### src/rtl/ring_irq_pkg.sv
package ring_irq_pkg;
  localparam int CTL_W   = 8;
  localparam int POS_SEL = 7;
  localparam int POS_POL = 6;
  localparam int POS_TWO = 2;
  localparam int AUX_W   = 2;

  typedef struct packed {
    logic             pin_sel;
    logic             pol_hi;
    logic             two_irq;
    logic [AUX_W-1:0] aux;
  } ctl_t;

  localparam ctl_t CTL_RST = '{pin_sel: 1'b0, pol_hi: 1'b0, two_irq: 1'b0, aux: 2'b11};

  function automatic ctl_t ctl_decode(input logic [CTL_W-1:0] d);
    ctl_t c;
    c.pin_sel = d[POS_SEL];
    c.pol_hi  = d[POS_POL];
    c.two_irq = d[POS_TWO];
    c.aux     = d[AUX_W-1:0];
    return c;
  endfunction

  function automatic logic [CTL_W-1:0] ctl_encode(input ctl_t c);
    logic [CTL_W-1:0] d;
    d = '0;
    d[POS_SEL]     = c.pin_sel;
    d[POS_POL]     = c.pol_hi;
    d[POS_TWO]     = c.two_irq;
    d[AUX_W-1:0]   = c.aux;
    return d;
  endfunction

  function automatic logic end_event_fires(input logic two_irq, input logic flag_now);
    return two_irq & ~flag_now;
  endfunction

  function automatic logic pin_level(input logic sel, input logic pol_hi,
                                     input logic flag, input logic mon);
    logic irq_lvl;
    irq_lvl = pol_hi ? flag : ~flag;
    return sel ? irq_lvl : mon;
  endfunction
endpackage

### src/rtl/ring_sync.sv
module ring_sync #(
  parameter int STAGES = 2
) (
  input  logic clk,
  input  logic rst_n,
  input  logic async_i,
  output logic sync_o
);
  logic [STAGES-1:0] chain_q;

  generate
    genvar g;
    for (g = 0; g < STAGES; g++) begin : g_stage
      if (g == 0) begin : g_first
        always_ff @(posedge clk or negedge rst_n) begin
          if (!rst_n) chain_q[0] <= 1'b0;
          else        chain_q[0] <= async_i;
        end
      end else begin : g_next
        always_ff @(posedge clk or negedge rst_n) begin
          if (!rst_n) chain_q[g] <= 1'b0;
          else        chain_q[g] <= chain_q[g-1];
        end
      end
    end
  endgenerate

  assign sync_o = chain_q[STAGES-1];

  initial begin
    a_r3_min_stages: assert (STAGES >= 2);
  end
endmodule

### src/rtl/ring_edge.sv
module ring_edge (
  input  logic clk,
  input  logic rst_n,
  input  logic lvl_i,
  output logic rise_o,
  output logic fall_o
);
  logic prev_q;

  always_ff @(posedge clk or negedge rst_n) begin
    if (!rst_n) prev_q <= 1'b0;
    else        prev_q <= lvl_i;
  end

  assign rise_o = lvl_i & ~prev_q;
  assign fall_o = ~lvl_i & prev_q;

  // a rise is followed by a settled-high level on the next cycle
  a_r3_rise_level: assert property (@(posedge clk) disable iff (!rst_n)
    rise_o |=> !rise_o);
endmodule

### src/rtl/ring_ctl_reg.sv
module ring_ctl_reg
  import ring_irq_pkg::*;
(
  input  logic             clk,
  input  logic             rst_n,
  input  logic             we_i,
  input  logic [CTL_W-1:0] wdata_i,
  output ctl_t             ctl_o,
  output logic [CTL_W-1:0] rdata_o
);
  ctl_t ctl_q;

  always_ff @(posedge clk or negedge rst_n) begin
    if (!rst_n)    ctl_q <= CTL_RST;
    else if (we_i) ctl_q <= ctl_decode(wdata_i);
  end

  assign ctl_o   = ctl_q;
  assign rdata_o = ctl_encode(ctl_q);

  // a write lands on the following cycle with reserved bits dropped
  a_r2_write_lands: assert property (@(posedge clk) disable iff (!rst_n)
    we_i |=> (rdata_o == ($past(wdata_i) & 8'hC7)));
  // without a write the register holds
  a_r2_hold: assert property (@(posedge clk) disable iff (!rst_n)
    !we_i |=> $stable(rdata_o));
endmodule

### src/rtl/ring_irq_flag.sv
module ring_irq_flag
  import ring_irq_pkg::*;
(
  input  logic clk,
  input  logic rst_n,
  input  logic rise_i,
  input  logic fall_i,
  input  logic two_irq_i,
  input  logic clr_i,
  output logic set_evt_o,
  output logic flag_o
);
  logic flag_q;
  logic end_ok;

  assign end_ok    = fall_i & end_event_fires(two_irq_i, flag_q);
  assign set_evt_o = rise_i | end_ok;

  always_ff @(posedge clk or negedge rst_n) begin
    if (!rst_n)         flag_q <= 1'b0;
    else if (set_evt_o) flag_q <= 1'b1;
    else if (clr_i)     flag_q <= 1'b0;
  end

  assign flag_o = flag_q;

  // any start edge leaves the flag set, even against a clear
  a_r3_start_sets: assert property (@(posedge clk) disable iff (!rst_n)
    rise_i |=> flag_o);
  // serviced start in two-interrupt mode gives an end interrupt
  a_r5_end_fires: assert property (@(posedge clk) disable iff (!rst_n)
    (fall_i && two_irq_i && !flag_o) |=> flag_o);
  // one-interrupt mode never raises at the end
  a_r4_no_end_irq: assert property (@(posedge clk) disable iff (!rst_n)
    (fall_i && !two_irq_i && !flag_o) |=> !flag_o);
  // clear without a competing event empties the flag
  a_r7_clear: assert property (@(posedge clk) disable iff (!rst_n)
    (clr_i && !rise_i && !fall_i) |=> !flag_o);
  // flag only rises through an accepted event
  a_r7_no_spurious_set: assert property (@(posedge clk) disable iff (!rst_n)
    (!flag_o && !rise_i && !fall_i) |=> !flag_o);
endmodule

### src/rtl/ring_irq_ctrl.sv
module ring_irq_ctrl
  import ring_irq_pkg::*;
#(
  parameter int SYNC_STAGES = 2
) (
  input  logic             clk,
  input  logic             rst_n,
  input  logic             ring_active_i,
  input  logic             mon_i,
  input  logic             ctl_we,
  input  logic [CTL_W-1:0] ctl_wdata,
  output logic [CTL_W-1:0] ctl_rdata,
  input  logic             sts_we,
  input  logic             sts_wdata,
  output logic             irq_flag_o,
  output logic             irq_pin_o
);
  ctl_t ctl;
  logic ring_sync_lvl;
  logic ring_rise;
  logic ring_fall;
  logic host_clr;
  logic flag_set_evt;

  assign host_clr = sts_we & ~sts_wdata;

  ring_sync #(.STAGES(SYNC_STAGES)) u_sync (
    .clk(clk), .rst_n(rst_n), .async_i(ring_active_i), .sync_o(ring_sync_lvl)
  );

  ring_edge u_edge (
    .clk(clk), .rst_n(rst_n), .lvl_i(ring_sync_lvl),
    .rise_o(ring_rise), .fall_o(ring_fall)
  );

  ring_ctl_reg u_ctl (
    .clk(clk), .rst_n(rst_n), .we_i(ctl_we), .wdata_i(ctl_wdata),
    .ctl_o(ctl), .rdata_o(ctl_rdata)
  );

  ring_irq_flag u_flag (
    .clk(clk), .rst_n(rst_n), .rise_i(ring_rise), .fall_i(ring_fall),
    .two_irq_i(ctl.two_irq), .clr_i(host_clr),
    .set_evt_o(flag_set_evt), .flag_o(irq_flag_o)
  );

  assign irq_pin_o = pin_level(ctl.pin_sel, ctl.pol_hi, irq_flag_o, mon_i);

  // monitor passthrough when the interrupt is not selected
  a_r10_mon_pass: assert property (@(posedge clk) disable iff (!rst_n)
    !ctl_rdata[POS_SEL] |-> (irq_pin_o == mon_i));
  // selected pin is asserted exactly when the flag is set
  a_r11_pin_active: assert property (@(posedge clk) disable iff (!rst_n)
    ctl_rdata[POS_SEL] |-> ((irq_pin_o == ctl_rdata[POS_POL]) == irq_flag_o));
  // a write of 1 with no event leaves the flag unchanged
  a_r7_write_one: assert property (@(posedge clk) disable iff (!rst_n)
    (sts_we && sts_wdata && !flag_set_evt) |=> $stable(irq_flag_o));
endmodule

### config.mk
export PLATFORM = sky130hd
export DESIGN_NAME = ring_irq_ctrl
export DESIGN_NICKNAME = d
export VERILOG_FILES = /design/src/rtl/ring_irq_pkg.sv /design/src/rtl/ring_sync.sv /design/src/rtl/ring_edge.sv /design/src/rtl/ring_ctl_reg.sv /design/src/rtl/ring_irq_flag.sv /design/src/rtl/ring_irq_ctrl.sv
export SDC_FILE = /design/constraint.sdc
export NUM_CORES = 1
export LEC_CHECK = 0
export ABC_CLOCK_PERIOD_IN_PS = 1100
export CORE_AREA = 5 5 42 44
export CTS_CLUSTER_SIZE = 16
export DETAILED_ROUTE_END_ITERATION = 8
export DIE_AREA = 0 0 47 49
export PLACE_DENSITY = 0.71
export SLEW_MARGIN = 10
export SYNTH_ARGS = -nofsm -noshare
export SYNTH_HDL_FRONTEND = slang
export SYNTH_SLANG_ARGS = --single-unit
### constraint.sdc
create_clock -name clk -period 1.1 [get_ports clk]
set_input_delay 0.22 -clock clk [delete_from_list [all_inputs] [get_ports clk]]
set_output_delay 0.22 -clock clk [all_outputs]
set_load 0.02 [all_outputs]
==> Yosys cells after proc, flatten, opt, wreduce, memory -nomap -nowiden <==
Index checks and enable logic that the tools add are counted.
{ "word_totals": {"mem_bits_ro": 0, "regBits": 9, "n_memories": 0, "elab_cells": 23, "mem_bits_rw": 0, "latchBits": 0, "output_inout_bits": 10} }
{ "classes": {"n_reduce_logical": 1, "n_div": 0, "order_cmp": 0, "add_sub_neg": 0, "n_mul": 0, "mux": 4, "eq_ne": 0, "shifts": 0, "bitwise_logic": 10} }
{ "ops": {"columns": ["op", "n"], "rows": [
  ["$and 1x1->1", 5],
  ["$mux 1", 4],
  ["$not 1->1", 4],
  ["$reduce_bool 2->1", 1],
  ["$or 1x1->1", 1]
]} }

==> Longest topological paths before layout <==
{ "logic_depth": {"depth_word": 5, "depth_mapped": 2} }

==> Hierarchy <==
A second synthesis with hierarchy kept.
{ "hier_totals": {"cells_unflattened": 33, "hier_area_um2": 419.2} }
{ "modules_own_cells": {"columns": ["mod", "cells_per_inst", "area_each_um2", "seq_area_each_um2", "instances"], "rows": [
  ["ring_ctl_reg", 19, 247.7, 127.6, 1],
  ["ring_irq_flag", 6, 51.3, 25.0, 1],
  ["ring_sync", 2, 50.0, 50.0, 1],
  ["ring_edge", 3, 40.0, 25.0, 1],
  ["ring_irq_ctrl", 3, 30.0, 0.0, 1]
]} }

==> Least setup slack after synthesis <==
OpenSTA, ideal clock, no wires.
{ "synth_path": {"path_kind": "register to output", "from": "reg u_flag.flag_q, in the netlist u_flag.flag_o", "to": "out irq_pin_o", "t_required_ns": 0.880, "arrival_time_ns": 0.910, "slack_ns": -0.030, "stages_incl_launch_ff": 3, "path_cell_list": "dfrtp_1 > xnor2_1 > mux2_4"} }
{ "synth_between": {"elab_chain_cells": 3} }
{ "synth_lines": {"columns": ["element", "line", "source"], "rows": [
  ["start, declared", "ring_irq_flag.sv:13", "logic flag_q;"],
  ["start signal, assigned", "ring_irq_flag.sv:20", "if (!rst_n) flag_q <= 1'b0;"],
  ["start signal, assigned", "ring_irq_flag.sv:21", "else if (set_evt_o) flag_q <= 1'b1;"],
  ["start signal, assigned", "ring_irq_flag.sv:22", "else if (clr_i) flag_q <= 1'b0;"],
  ["$not 1->1", "ring_irq_pkg.sv:43", "irq_lvl = pol_hi ? flag : ~flag;"],
  ["$mux 1 *", "ring_irq_pkg.sv:43", null],
  ["$mux 1 *", "ring_irq_pkg.sv:44", "return sel ? irq_lvl : mon;"],
  ["end, declared", "ring_irq_ctrl.sv:16", "output logic irq_pin_o"]
]} }
Mark *: on every way between the ends. The rest lies on a longest branch, timed or not.

==> Worst setup path in the final report <==
Ends and elaborated chain as after synthesis.

==> metrics.txt <==
pin count of the biggest net entering global routing=10; antenna violations before repair=0; final-report max-slew violation count=0; final worst path period share=126.7%; IO Pins=25; Port Buffers=18; DR vias=280; failing checks=negative setup slack; Post-Syn Instances=25; crit-path max FO=2; total CTS buffers=3; row count=14; Final Hold Viols=0; RR Startpoint=u_flag.flag_o; drt total wl=792 um; drt first pass iters=2; Root Buffer=clkbuf_4; most common cell after layout, fill and taps aside=clkdlybuf4s50_1; flop2flop setup slack=-0.03 ns; Total Routing Usage GR=8.048%; Mapped Area=371.6 um2; outcome=complete, but fails checks; Remaining Overflow, GRT=0; htree depth=1; Max Freq=717.4 MHz; first-pass GRT wire length=1242 um; CP Capture Point=irq_pin_o; Final Power=0.8952 mW; diodes inserted=0; Setup TNS=-0.6962 ns; Die X=47 um; met1 Resource Use GR=9.112%; DRC Markers=0; height of the die=49 um; crit path DAT=1.17 ns; clock network latency to the later pin of the worst-skew pair=0.26 ns; worst vdd ir=0.5774 mV; CP Capture Type=output pin; Yosys warning total=0; GPL Wtd Cong=0.6500; Leak Pwr=0.2919 nW; Syn-to-layout area delta=72.73%; CTS tree=built; MaxCap Viol Count=0; initial core utilization=26.52%; Die ar.=2303 um2; Hold/Removal Path Class=in2async; M2 GR Usage=11.54%; Vias per Instance=4.242; Fin Clk Skew=0.0001108 ns; DRT antenna net count=0; clock buffer depth=2; M3 GR Usage=3.690%; Core ar.=1401 um2; # fillers=142; share of cells above drive strength 1=48.00%; Tmin final=1.394 ns; kind of start point of the critical path=register; Register-to-Register Path Depth=4; number of distinct library cells after synthesis=12; Final setup viols=7; number of global-route vias before repair=293; clock-pin transition on the worst setup and hold timing paths=0.06 ns; number of synthesized register bits=9; CP required=0.88 ns; Avg Cell Area, Syn=14.86 um2; DRT iter0 DRCs=2; DR WL/cell=12.00 um; Worst R2R End=u_flag.flag_o; clk sink count=9; unrepaired setup endpoints after global routing=true; Seq/Total Area, Yosys=61.28%; GR peak layer=met2; critical path class=reg2out; CP startpoint=u_flag.flag_o; worst setup slack after layout=-0.2939 ns; Pwr Density=1395 nW/um2; nets=66; most frequent cells in the layout=clkdlybuf4s50_1 (11), buf_6 (8), dfrtp_1 (5)
-- stage by stage --
step           cell area (um2)  setup WS [ns]  hold slack, ns  util [%]  instances
3_3_place_gp             574.3        -0.5288          0.3324     40.98         60
5_1_grt                  641.9        -0.3390          0.2550     45.80         66
6_report                 641.9        -0.2939          0.2475     45.80         66
2_1_floorplan            381.6       0.005720        -0.07559         -         27
4_1_cts                  633.1        -0.3085          0.2522     45.18         66
3_5_place_dp             574.3        -0.5358          0.3358     40.98         60
-- flip-flops by register name (all words and copies together) (netlist names) --
name,count
u_ctl.ctl_o,5
u_flag.flag_o,1
u_sync.chain_q,1
u_edge.prev_q,1
u_sync.sync_o,1
-- report_power, final --
| group | internal [mW] | leakage (nW) | total (mW) | switching (mW) |
|---|---|---|---|---|
| sequential | 0.367 | 0.100 | 0.389 | 0.0218 |
| clock | 0.134 | 0.0177 | 0.247 | 0.113 |
| combinational | 0.157 | 0.174 | 0.259 | 0.103 |
-- how the worst min path moves through the flow --
| stage | from | endpoint | slack (ns) | depth (start not counted) |
|---|---|---|---|---|
| floorplan | rst_n | u_ctl.ctl_o[2] | -0.08 | 0 |
| global placement | u_sync.chain_q[0] | u_sync.sync_o | 0.33 | 0 |
| detailed placement | u_sync.chain_q[0] | u_sync.sync_o | 0.34 | 0 |
| CTS | rst_n | u_sync.chain_q[0] | 0.25 | 1 |
| global route | rst_n | u_ctl.ctl_o[4] | 0.25 | 1 |
| finish | rst_n | u_sync.chain_q[0] | 0.25 | 1 |
-- critical path: stages, from the launching register on --
cell and delay [ns]:
dfrtp_2 0.41, xnor2_1 0.12, mux2_4 0.26, buf_6 0.13
-- area by class of cell --
| cell class | instances | area (um2) | share of cell area, % |
|---|---|---|---|
| Multi-Input combinational cell | 13 | 132.6 | 20.66 |
| Tap cell | 16 | 20.02 | 3.119 |
| Clock inverter | 1 | 5.005 | 0.7797 |
| Sequential cell | 9 | 230.2 | 35.87 |
| Timing Repair Buffer | 23 | 227.7 | 35.48 |
| Clock buffer | 3 | 22.52 | 3.509 |
| Inverter | 1 | 3.754 | 0.5848 |
-- logic make-up (layout without fill, tap and decap cells) --
logic type | after synthesis | in the layout | synth area share, %
XOR/XNOR | 1 | 1 | 2.357
flip-flops | 9 | 9 | 61.28
multiplexers | 6 | 6 | 19.19
AO/OA/AOI/OAI | 1 | 1 | 2.694
other | 1 | 3 | 1.009
AND/OR/NAND/NOR | 2 | 2 | 4.378
buffers and inverters | 5 | 28 | 9.090
-- synthesized netlist by cell type (all sizes together) --
library cell  count  area (um2)
dfrtp             7       175.2
mux2              6       71.31
buf               4       30.03
dfstp             2       52.55
a221o             1       10.01
conb              1       3.750
inv               1       3.750
nand2b            1       6.260
nor4bb            1       10.01
xnor2             1       8.760
-- layer usage --
| metal | routed length [um] | vias up |
|---|---|---|
| met2 | 370 | 19 |
| met1 | 310 | 133 |
| li1 | - | 128 |
| met5 | 0 | - |
| met3 | 111 | 0 |
| met4 | 0 | 0 |
-- repair_timing --
| item | 4_1_cts | 5_1_grt |
|---|---|---|
| pin swaps | 1 | 0 |
| hold buffers | 0 | 0 |
| gates cloned | 0 | 0 |
| setup buffers | 2 | 0 |
| hold endpoints to repair | 0 | 0 |
| setup endpoints to repair | 7 | 7 |
| gates resized for setup | 43 | 1 |
(Power assumes the default switching activity.)
